==> src/rtl/swdiv_pkg.sv <==
package swdiv_pkg;

   typedef enum logic [1:0] {
      CFG_GOOD     = 2'd0,
      CFG_SWL_HIGH = 2'd1,
      CFG_MAIN_LOW = 2'd2
   } cfg_verdict_e;

   function automatic cfg_verdict_e judge_cfg(input int unsigned swl,
                                              input int unsigned mainv,
                                              input int unsigned min_main);
      if (mainv < min_main)
         return CFG_MAIN_LOW;
      else if (mainv < swl)
         return CFG_SWL_HIGH;
      else
         return CFG_GOOD;
   endfunction

endpackage

==> src/rtl/swdiv_cfg_guard.sv <==
module swdiv_cfg_guard
   import swdiv_pkg::*;
#(
   parameter int unsigned SWL_W    = 5,
   parameter int unsigned MAIN_W   = 12,
   parameter int unsigned MIN_MAIN = 3
) (
   input  logic              clk,
   input  logic              rst_n,
   input  logic              ld_valid,
   input  logic [SWL_W-1:0]  swl_in,
   input  logic [MAIN_W-1:0] main_in,
   output logic [SWL_W-1:0]  swl_hold,
   output logic [MAIN_W-1:0] main_hold,
   output logic              reject
);

   cfg_verdict_e verdict;

   always_comb begin
      verdict = judge_cfg(int'(swl_in), int'(main_in), MIN_MAIN);
   end

   always_ff @(posedge clk or negedge rst_n) begin
      if (!rst_n) begin
         swl_hold  <= '0;
         main_hold <= MAIN_W'(MIN_MAIN);
         reject    <= 1'b0;
      end else begin
         reject <= ld_valid && (verdict != CFG_GOOD);
         if (ld_valid && (verdict == CFG_GOOD)) begin
            swl_hold  <= swl_in;
            main_hold <= main_in;
         end
      end
   end

   a_r6_reject_keeps_hold: assert property (@(posedge clk) disable iff (!rst_n)
      reject |-> ($stable(swl_hold) && $stable(main_hold)));

   a_r6_hold_always_valid: assert property (@(posedge clk) disable iff (!rst_n)
      (main_hold >= MAIN_W'(MIN_MAIN)) && (main_hold >= MAIN_W'(swl_hold)));

   a_r6_reject_one_cycle: assert property (@(posedge clk) disable iff (!rst_n)
      reject |-> $past(ld_valid));

endmodule

==> src/rtl/swdiv_halver.sv <==
module swdiv_halver #(
   parameter bit HALVE = 1'b1
) (
   input  logic clk,
   input  logic rst_n,
   input  logic clr,
   output logic tick
);

   generate
      if (HALVE) begin : g_half
         logic phase;
         always_ff @(posedge clk or negedge rst_n) begin
            if (!rst_n)
               phase <= 1'b0;
            else if (clr)
               phase <= 1'b0;
            else
               phase <= ~phase;
         end
         assign tick = phase;

         a_r3_tick_alternates: assert property (@(posedge clk) disable iff (!rst_n)
            (tick && !clr) |=> !tick);
      end else begin : g_pass
         assign tick = 1'b1;
      end
   endgenerate

endmodule

==> src/rtl/swdiv_prescaler.sv <==
module swdiv_prescaler #(
   parameter int unsigned PRE_LOG2 = 5
) (
   input  logic clk,
   input  logic rst_n,
   input  logic clr,
   input  logic tick,
   input  logic wide,
   output logic wrap
);

   localparam int unsigned CNT_W    = PRE_LOG2 + 1;
   localparam int unsigned BASE_MOD = 2 ** PRE_LOG2;

   logic [CNT_W-1:0] pre_cnt;
   logic [CNT_W-1:0] top_idx;

   always_comb begin
      top_idx = wide ? CNT_W'(BASE_MOD) : CNT_W'(BASE_MOD - 1);
      wrap    = tick && (pre_cnt == top_idx);
   end

   always_ff @(posedge clk or negedge rst_n) begin
      if (!rst_n)
         pre_cnt <= '0;
      else if (clr || wrap)
         pre_cnt <= '0;
      else if (tick)
         pre_cnt <= pre_cnt + CNT_W'(1);
   end

   a_r4_narrow_in_range: assert property (@(posedge clk) disable iff (!rst_n)
      !wide |-> (pre_cnt < CNT_W'(BASE_MOD)));

   a_r4_wide_in_range: assert property (@(posedge clk) disable iff (!rst_n)
      pre_cnt <= CNT_W'(BASE_MOD));

   a_r8_clear_zeroes: assert property (@(posedge clk) disable iff (!rst_n)
      clr |=> (pre_cnt == '0));

endmodule

==> src/rtl/swdiv_count_ctrl.sv <==
module swdiv_count_ctrl #(
   parameter int unsigned SWL_W    = 5,
   parameter int unsigned MAIN_W   = 12,
   parameter int unsigned MIN_MAIN = 3
) (
   input  logic              clk,
   input  logic              rst_n,
   input  logic              standby,
   input  logic              wrap,
   input  logic [SWL_W-1:0]  swl_hold,
   input  logic [MAIN_W-1:0] main_hold,
   output logic              wide,
   output logic              last,
   output logic              reload
);

   logic [SWL_W-1:0]  swl_cnt;
   logic [MAIN_W-1:0] main_cnt;

   always_comb begin
      wide   = (swl_cnt != '0);
      last   = wrap && (main_cnt == MAIN_W'(1));
      reload = standby || last;
   end

   always_ff @(posedge clk or negedge rst_n) begin
      if (!rst_n) begin
         swl_cnt  <= '0;
         main_cnt <= MAIN_W'(MIN_MAIN);
      end else if (reload) begin
         swl_cnt  <= swl_hold;
         main_cnt <= main_hold;
      end else if (wrap) begin
         main_cnt <= main_cnt - MAIN_W'(1);
         if (swl_cnt != '0)
            swl_cnt <= swl_cnt - SWL_W'(1);
      end
   end

   a_r4_swallow_within_main: assert property (@(posedge clk) disable iff (!rst_n)
      MAIN_W'(swl_cnt) <= main_cnt);

   a_r1_main_never_zero: assert property (@(posedge clk) disable iff (!rst_n)
      main_cnt != '0);

   a_r5_counts_hold_without_wrap: assert property (@(posedge clk) disable iff (!rst_n)
      (!reload && !wrap) |=> ($stable(swl_cnt) && $stable(main_cnt)));

endmodule

==> src/rtl/swallow_divider.sv <==
module swallow_divider #(
   parameter int unsigned SWL_W    = 5,
   parameter int unsigned MAIN_W   = 12,
   parameter int unsigned PRE_LOG2 = 5,
   parameter int unsigned MIN_MAIN = 3,
   parameter bit          HALVE    = 1'b1
) (
   input  logic              clk,
   input  logic              rst_n,
   input  logic              standby,
   input  logic              ld_valid,
   input  logic [SWL_W-1:0]  swallow_in,
   input  logic [MAIN_W-1:0] main_in,
   output logic              cfg_err,
   output logic              div_pulse
);

   generate
      if (SWL_W > PRE_LOG2) begin : g_bad_swl
         $error("swallow width exceeds prescaler resolution");
      end
      if (SWL_W > MAIN_W) begin : g_bad_main
         $error("main width narrower than swallow width");
      end
      if ((MIN_MAIN < 1) || (MIN_MAIN >= 2 ** MAIN_W)) begin : g_bad_min
         $error("minimum main value out of range");
      end
   endgenerate

   logic [SWL_W-1:0]  swl_hold;
   logic [MAIN_W-1:0] main_hold;
   logic              tick;
   logic              wide;
   logic              wrap;
   logic              last;
   logic              reload;

   swdiv_cfg_guard #(
      .SWL_W   (SWL_W),
      .MAIN_W  (MAIN_W),
      .MIN_MAIN(MIN_MAIN)
   ) u_guard (
      .clk      (clk),
      .rst_n    (rst_n),
      .ld_valid (ld_valid),
      .swl_in   (swallow_in),
      .main_in  (main_in),
      .swl_hold (swl_hold),
      .main_hold(main_hold),
      .reject   (cfg_err)
   );

   swdiv_halver #(
      .HALVE(HALVE)
   ) u_half (
      .clk  (clk),
      .rst_n(rst_n),
      .clr  (reload),
      .tick (tick)
   );

   swdiv_prescaler #(
      .PRE_LOG2(PRE_LOG2)
   ) u_pre (
      .clk  (clk),
      .rst_n(rst_n),
      .clr  (reload),
      .tick (tick),
      .wide (wide),
      .wrap (wrap)
   );

   swdiv_count_ctrl #(
      .SWL_W   (SWL_W),
      .MAIN_W  (MAIN_W),
      .MIN_MAIN(MIN_MAIN)
   ) u_ctrl (
      .clk      (clk),
      .rst_n    (rst_n),
      .standby  (standby),
      .wrap     (wrap),
      .swl_hold (swl_hold),
      .main_hold(main_hold),
      .wide     (wide),
      .last     (last),
      .reload   (reload)
   );

   always_ff @(posedge clk or negedge rst_n) begin
      if (!rst_n)
         div_pulse <= 1'b0;
      else
         div_pulse <= last && !standby;
   end

   a_r2_single_cycle_pulse: assert property (@(posedge clk) disable iff (!rst_n)
      div_pulse |=> !div_pulse);

   a_r8_standby_silences: assert property (@(posedge clk) disable iff (!rst_n)
      standby |=> !div_pulse);

endmodule

==> config.mk <==
export PLATFORM = sky130hd
export DESIGN_NAME = swallow_divider
export DESIGN_NICKNAME = d
export VERILOG_FILES = /design/src/rtl/swdiv_pkg.sv /design/src/rtl/swdiv_cfg_guard.sv /design/src/rtl/swdiv_halver.sv /design/src/rtl/swdiv_prescaler.sv /design/src/rtl/swdiv_count_ctrl.sv /design/src/rtl/swallow_divider.sv
export SDC_FILE = /design/constraint.sdc
export NUM_CORES = 1
export LEC_CHECK = 0
export ABC_AREA = 0
export BUFFER_PORTS_ARGS = -buffer_cell sky130_fd_sc_hd__buf_4
export CORE_MARGIN = 2
export CORE_UTILIZATION = 53
export DETAILED_ROUTE_END_ITERATION = 10
export GPL_TIMING_DRIVEN = 1
export PLACE_DENSITY = 0.76
export SYNTH_ARGS = -nofsm -noshare
export SYNTH_HDL_FRONTEND = slang
export SYNTH_HIERARCHICAL = 1
export SYNTH_SLANG_ARGS = --single-unit
==> constraint.sdc <==
create_clock -name clk -period 2.8 [get_ports clk]
set_input_delay 0.14 -clock clk [delete_from_list [all_inputs] [get_ports clk]]
set_output_delay 0.14 -clock clk [all_outputs]
set_load 0.1 [all_outputs]
==> flow_results.xml <==
<?xml version="1.0" encoding="UTF-8"?>
<metrics>
  <group name="run_status">
    <metric name="outcome" unit="">finished clean</metric>
  </group>
  <group name="placed_design">
    <metric name="port_buffers" unit="">22</metric>
    <metric name="placed_area" unit="µm²">2550</metric>
    <metric name="detailedPlacementHpwl" unit="µm">2790</metric>
    <metric name="global_placement_routability_congestion" unit="">0.814</metric>
  </group>
  <group name="logic_synthesis">
    <metric name="mappedNetlistArea" unit="µm²">2340</metric>
    <metric name="synth_enable_flop_cells" unit="">0</metric>
    <metric name="yosys_warnings" unit="">6</metric>
    <metric name="ys_seq_area_frac" unit="">0.462</metric>
    <metric name="synth-seq-cells" unit="">43</metric>
    <metric name="netlist-cell-type-count" unit="">52</metric>
    <metric name="synthesis.area_per_instance" unit="µm²">11.8</metric>
    <metric name="postSynth.asyncResetShare" unit="">1.00</metric>
    <metric name="synth_cells" unit="">199</metric>
    <metric name="yosys_most_used_dff" unit="">sky130_fd_sc_hd__dfrtp_1</metric>
    <metric name="postSynthNetCount" unit="">228</metric>
  </group>
  <group name="timing">
    <metric name="timing.slew.headroom" unit="">0.596</metric>
    <metric name="final_slew_violations" unit="">0</metric>
    <metric name="final_hold_viol_count" unit="">0</metric>
    <metric name="skew" unit="ps">9.54</metric>
    <metric name="max_clock_freq" unit="GHz">0.372</metric>
    <metric name="final.period_utilization" unit="">0.960</metric>
    <metric name="timing.final.setup_violations" unit="">0</metric>
    <metric name="tightest_slew" unit="ps">590</metric>
    <metric name="holdWs" unit="ps">40.8</metric>
    <metric name="post-route-min-period" unit="ps">2690</metric>
  </group>
  <group name="layout">
    <metric name="area_growth" unit="%">16.9</metric>
    <metric name="final_cell_area" unit="µm²">2740</metric>
    <metric name="num-nets-final" unit="">262</metric>
    <metric name="final_cell_mix" unit="">39 x sky130_fd_sc_hd__dfrtp_1, 29 x sky130_fd_sc_hd__buf_4, 23 x sky130_fd_sc_hd__nor2_1</metric>
    <metric name="num_antenna_cells" unit="">0</metric>
    <metric name="layout_commonest_cell" unit="">sky130_fd_sc_hd__dfrtp_1</metric>
    <metric name="ratio_of_cells_with_drive_above_1_in_the_final_layout" unit="">0.350</metric>
  </group>
  <group name="worst_setup_path">
    <metric name="worst-endpoint-arrival" unit="ps">2850</metric>
    <metric name="setup.worst_path.end_class" unit="">register</metric>
    <metric name="critical-path-max-stage-delay" unit="ps">490</metric>
    <metric name="crit_path_start_kind" unit="">register</metric>
    <metric name="critical_path_peak_fanout" unit="">5</metric>
    <metric name="worstRegToRegCells" unit="">12</metric>
    <metric name="crit_path_category" unit="">reg2reg</metric>
    <metric name="crit_path_start" unit="">u_ctrl/swl_cnt[0]</metric>
    <metric name="reg2reg_setup_slack" unit="ps">110</metric>
    <metric name="critical_path_cell_by_cell" unit="">inv_1 &gt; ha_1 &gt; or4b_4 &gt; nand4bb_1 &gt; o22ai_2 &gt; and2_4 &gt; buf_6 &gt; nor4b_4 &gt; buf_4 &gt; nand2_1 &gt; xor2_1 &gt; a21oi_1</metric>
    <metric name="worst_r2r_startpoint" unit="">u_ctrl/swl_cnt[0]</metric>
    <metric name="required" unit="ps">2960</metric>
    <metric name="crit_slowest_cell" unit="">sky130_fd_sc_hd__or4b_4</metric>
  </group>
  <group name="drt">
    <metric name="route.met3.wl" unit="µm">116</metric>
    <metric name="detailroute.via_count" unit="">1547</metric>
    <metric name="wl_met2" unit="µm">1790</metric>
    <metric name="drt_iter0_drc" unit="">65</metric>
    <metric name="detail_route.wirelength" unit="µm">3920</metric>
    <metric name="detailed_routing_wirelength_on_met1" unit="µm">1960</metric>
    <metric name="detailedRoute.firstPassIterationCount" unit="">4</metric>
    <metric name="routed_via_density" unit="">5.41</metric>
    <metric name="remaining_drc_errors" unit="">0</metric>
    <metric name="routed.top_layer" unit="">met4</metric>
    <metric name="wl_per_cell" unit="µm">13.7</metric>
    <metric name="antenna_violating_nets_post_route" unit="">0</metric>
  </group>
  <group name="clocking">
    <metric name="clock_tree.htree_level_count" unit="">2</metric>
    <metric name="cts_tree" unit="">built</metric>
    <metric name="numClockSinks" unit="">43</metric>
    <metric name="root_buffer_master" unit="">sky130_fd_sc_hd__clkbuf_8</metric>
    <metric name="cts.reportedPaths.clkPinSlew" unit="ps">80</metric>
    <metric name="cts_buffers" unit="">5</metric>
    <metric name="clock_insertion_delay_worst_skew" unit="ps">290</metric>
    <metric name="clock_path_buffers" unit="">2</metric>
  </group>
  <group name="pwr">
    <metric name="fraction_of_power_consumed_by_the_clock_network" unit="">0.328</metric>
    <metric name="share_seq_of_total_power" unit="">0.531</metric>
    <metric name="combinationalPowerShare" unit="">0.141</metric>
    <metric name="power.density_cell_area" unit="nW/µm²">516</metric>
    <metric name="vdd_drop_max" unit="mV">0.324</metric>
    <metric name="power.net_switching" unit="W">0.000350</metric>
    <metric name="power.switching_fraction" unit="">0.248</metric>
    <metric name="power.static_leakage" unit="nW">1.17</metric>
    <metric name="p_total" unit="W">0.00141</metric>
    <metric name="power.internal" unit="W">0.00106</metric>
  </group>
  <group name="grt">
    <metric name="first_global_vias" unit="">1538</metric>
    <metric name="grt-ovfl-total" unit="">0</metric>
    <metric name="grt_start_max_net_pins" unit="">44</metric>
    <metric name="number_of_antenna_violations_at_the_first_check_in_global_routing" unit="">0</metric>
    <metric name="global_route_wire_length_before_repair" unit="µm">7090</metric>
    <metric name="groute.usage.overall" unit="">0.179</metric>
  </group>
  <group name="die">
    <metric name="core_area" unit="µm²">4290</metric>
    <metric name="die-height" unit="µm">70.4</metric>
    <metric name="die-width" unit="µm">70.4</metric>
    <metric name="initial_utilization" unit="">0.545</metric>
    <metric name="design.portCount" unit="">23</metric>
    <metric name="num_rows" unit="">24</metric>
    <metric name="die_area" unit="µm²">4960</metric>
  </group>
  <group name="min_path">
    <metric name="min_path_cells" unit="">2</metric>
    <metric name="timing.hold.worst.start" unit="">standby</metric>
    <metric name="worstHoldPathType" unit="">in2reg</metric>
  </group>
  <group name="flow_run">
    <metric name="drv_cap" unit="">0</metric>
  </group>
</metrics>
[power by group through the flow]
stage / registers (W) / clock network, W / logic, W
CTS: 0.000748 / 0.000478 / 0.000199
floorplan: 0.000743 / 0 / 0.000143
finish: 0.000749 / 0.000463 / 0.000199
global placement: 0.000757 / 0 / 0.000193
detailed placement: 0.000760 / 0 / 0.000196
global route: 0.000759 / 0.000498 / 0.000226
[synth_stat cells (all sizes together), types with 4 or more instances]
library cell | number | area (µm²)
a211oi | 4 | 30.0
a21oi | 14 | 70.1
buf | 6 | 55.1
dfrtp | 39 | 976
dfstp | 4 | 105
ha | 8 | 100
inv | 11 | 41.3
mux2 | 18 | 240
nand2 | 9 | 33.8
nand3 | 5 | 30.0
nor2 | 23 | 86.3
xnor2 | 7 | 61.3
xor2 | 8 | 70.1
[per-layer routing]
layer | track usage | vias up
met1 | 0.259 | 743
met4 | 0.0577 | 0
met3 | 0.0390 | 5
met2 | 0.269 | 22
met5 | 0 | -
li1 | - | 777
[flip-flops by register name, summed over array words and instances, names as in the netlist]
register / count
div_pulse: 1
u_ctrl/main_cnt: 12
u_ctrl/swl_cnt: 5
u_guard/main_hold: 12
u_guard/reject: 1
u_guard/swl_hold: 5
u_half/tick: 1
u_pre/pre_cnt: 6
[logic make-up (layout without fill, tap and decap cells)]
family                     after synthesis  count (layout)  share of synthesized area
adders and majority gates                8               8                     0.0428
DFF                                     43              43                      0.462
buffers and inverters                   17              52                     0.0412
muxes                                   20              20                      0.111
and+or+nand+nor                         64              64                      0.173
xor gates and xnor gates                15              15                     0.0562
AOI/OAI and AO/OA                       32              32                      0.113
[critical path: cells and delay by family, from the launching register on]
family	cells	cell delay (ps)
adders and majority gates	1	160
AOI/OAI and AO/OA	2	290
DFF	1	380
and+or+nand+nor	5	1220
xor gates and xnor gates	1	170
buffers and inverters	3	360
[final cells by class]
| class | count | area (µm²) |
|---|---|---|
| tap | 52 | 65.1 |
| sequential | 43 | 1080 |
| multi-input combinational | 139 | 1180 |
| timing repair buffer | 33 | 262 |
| clock buffer | 7 | 76.3 |
| inverter | 11 | 41.3 |
| fill | 360 | 1560 |
| clock inverter | 1 | 30.0 |
[stage by stage]
step	util	std cells	setup slack (ps)	setup TNS [ps]
after detailed placement	0.594	272	63.8	0
after floorplan	-	199	150	0
final	0.637	286	111	0
after global routing	0.637	286	-13.0	-21.4
after global placement	0.594	272	114	0
after CTS	0.622	281	38.0	0
[final timing paths]
check                                             to
worst max-delay path              u_ctrl/main_cnt[7]
worst min-delay path                       div_pulse
worst max register to register    u_ctrl/main_cnt[7]
worst min register to register   u_guard/swl_hold[2]
max in group asynchronous       u_guard/main_hold[0]
min in group asynchronous           u_pre/pre_cnt[5]
[timing repair]
item	CTS	global route
hold endpoints to repair	39	0
hold buffers	1	0
gates resized for setup	0	8
buffers inserted	0	5
endpoints found under the setup margin	0	20
(Power assumes the default switching activity.)
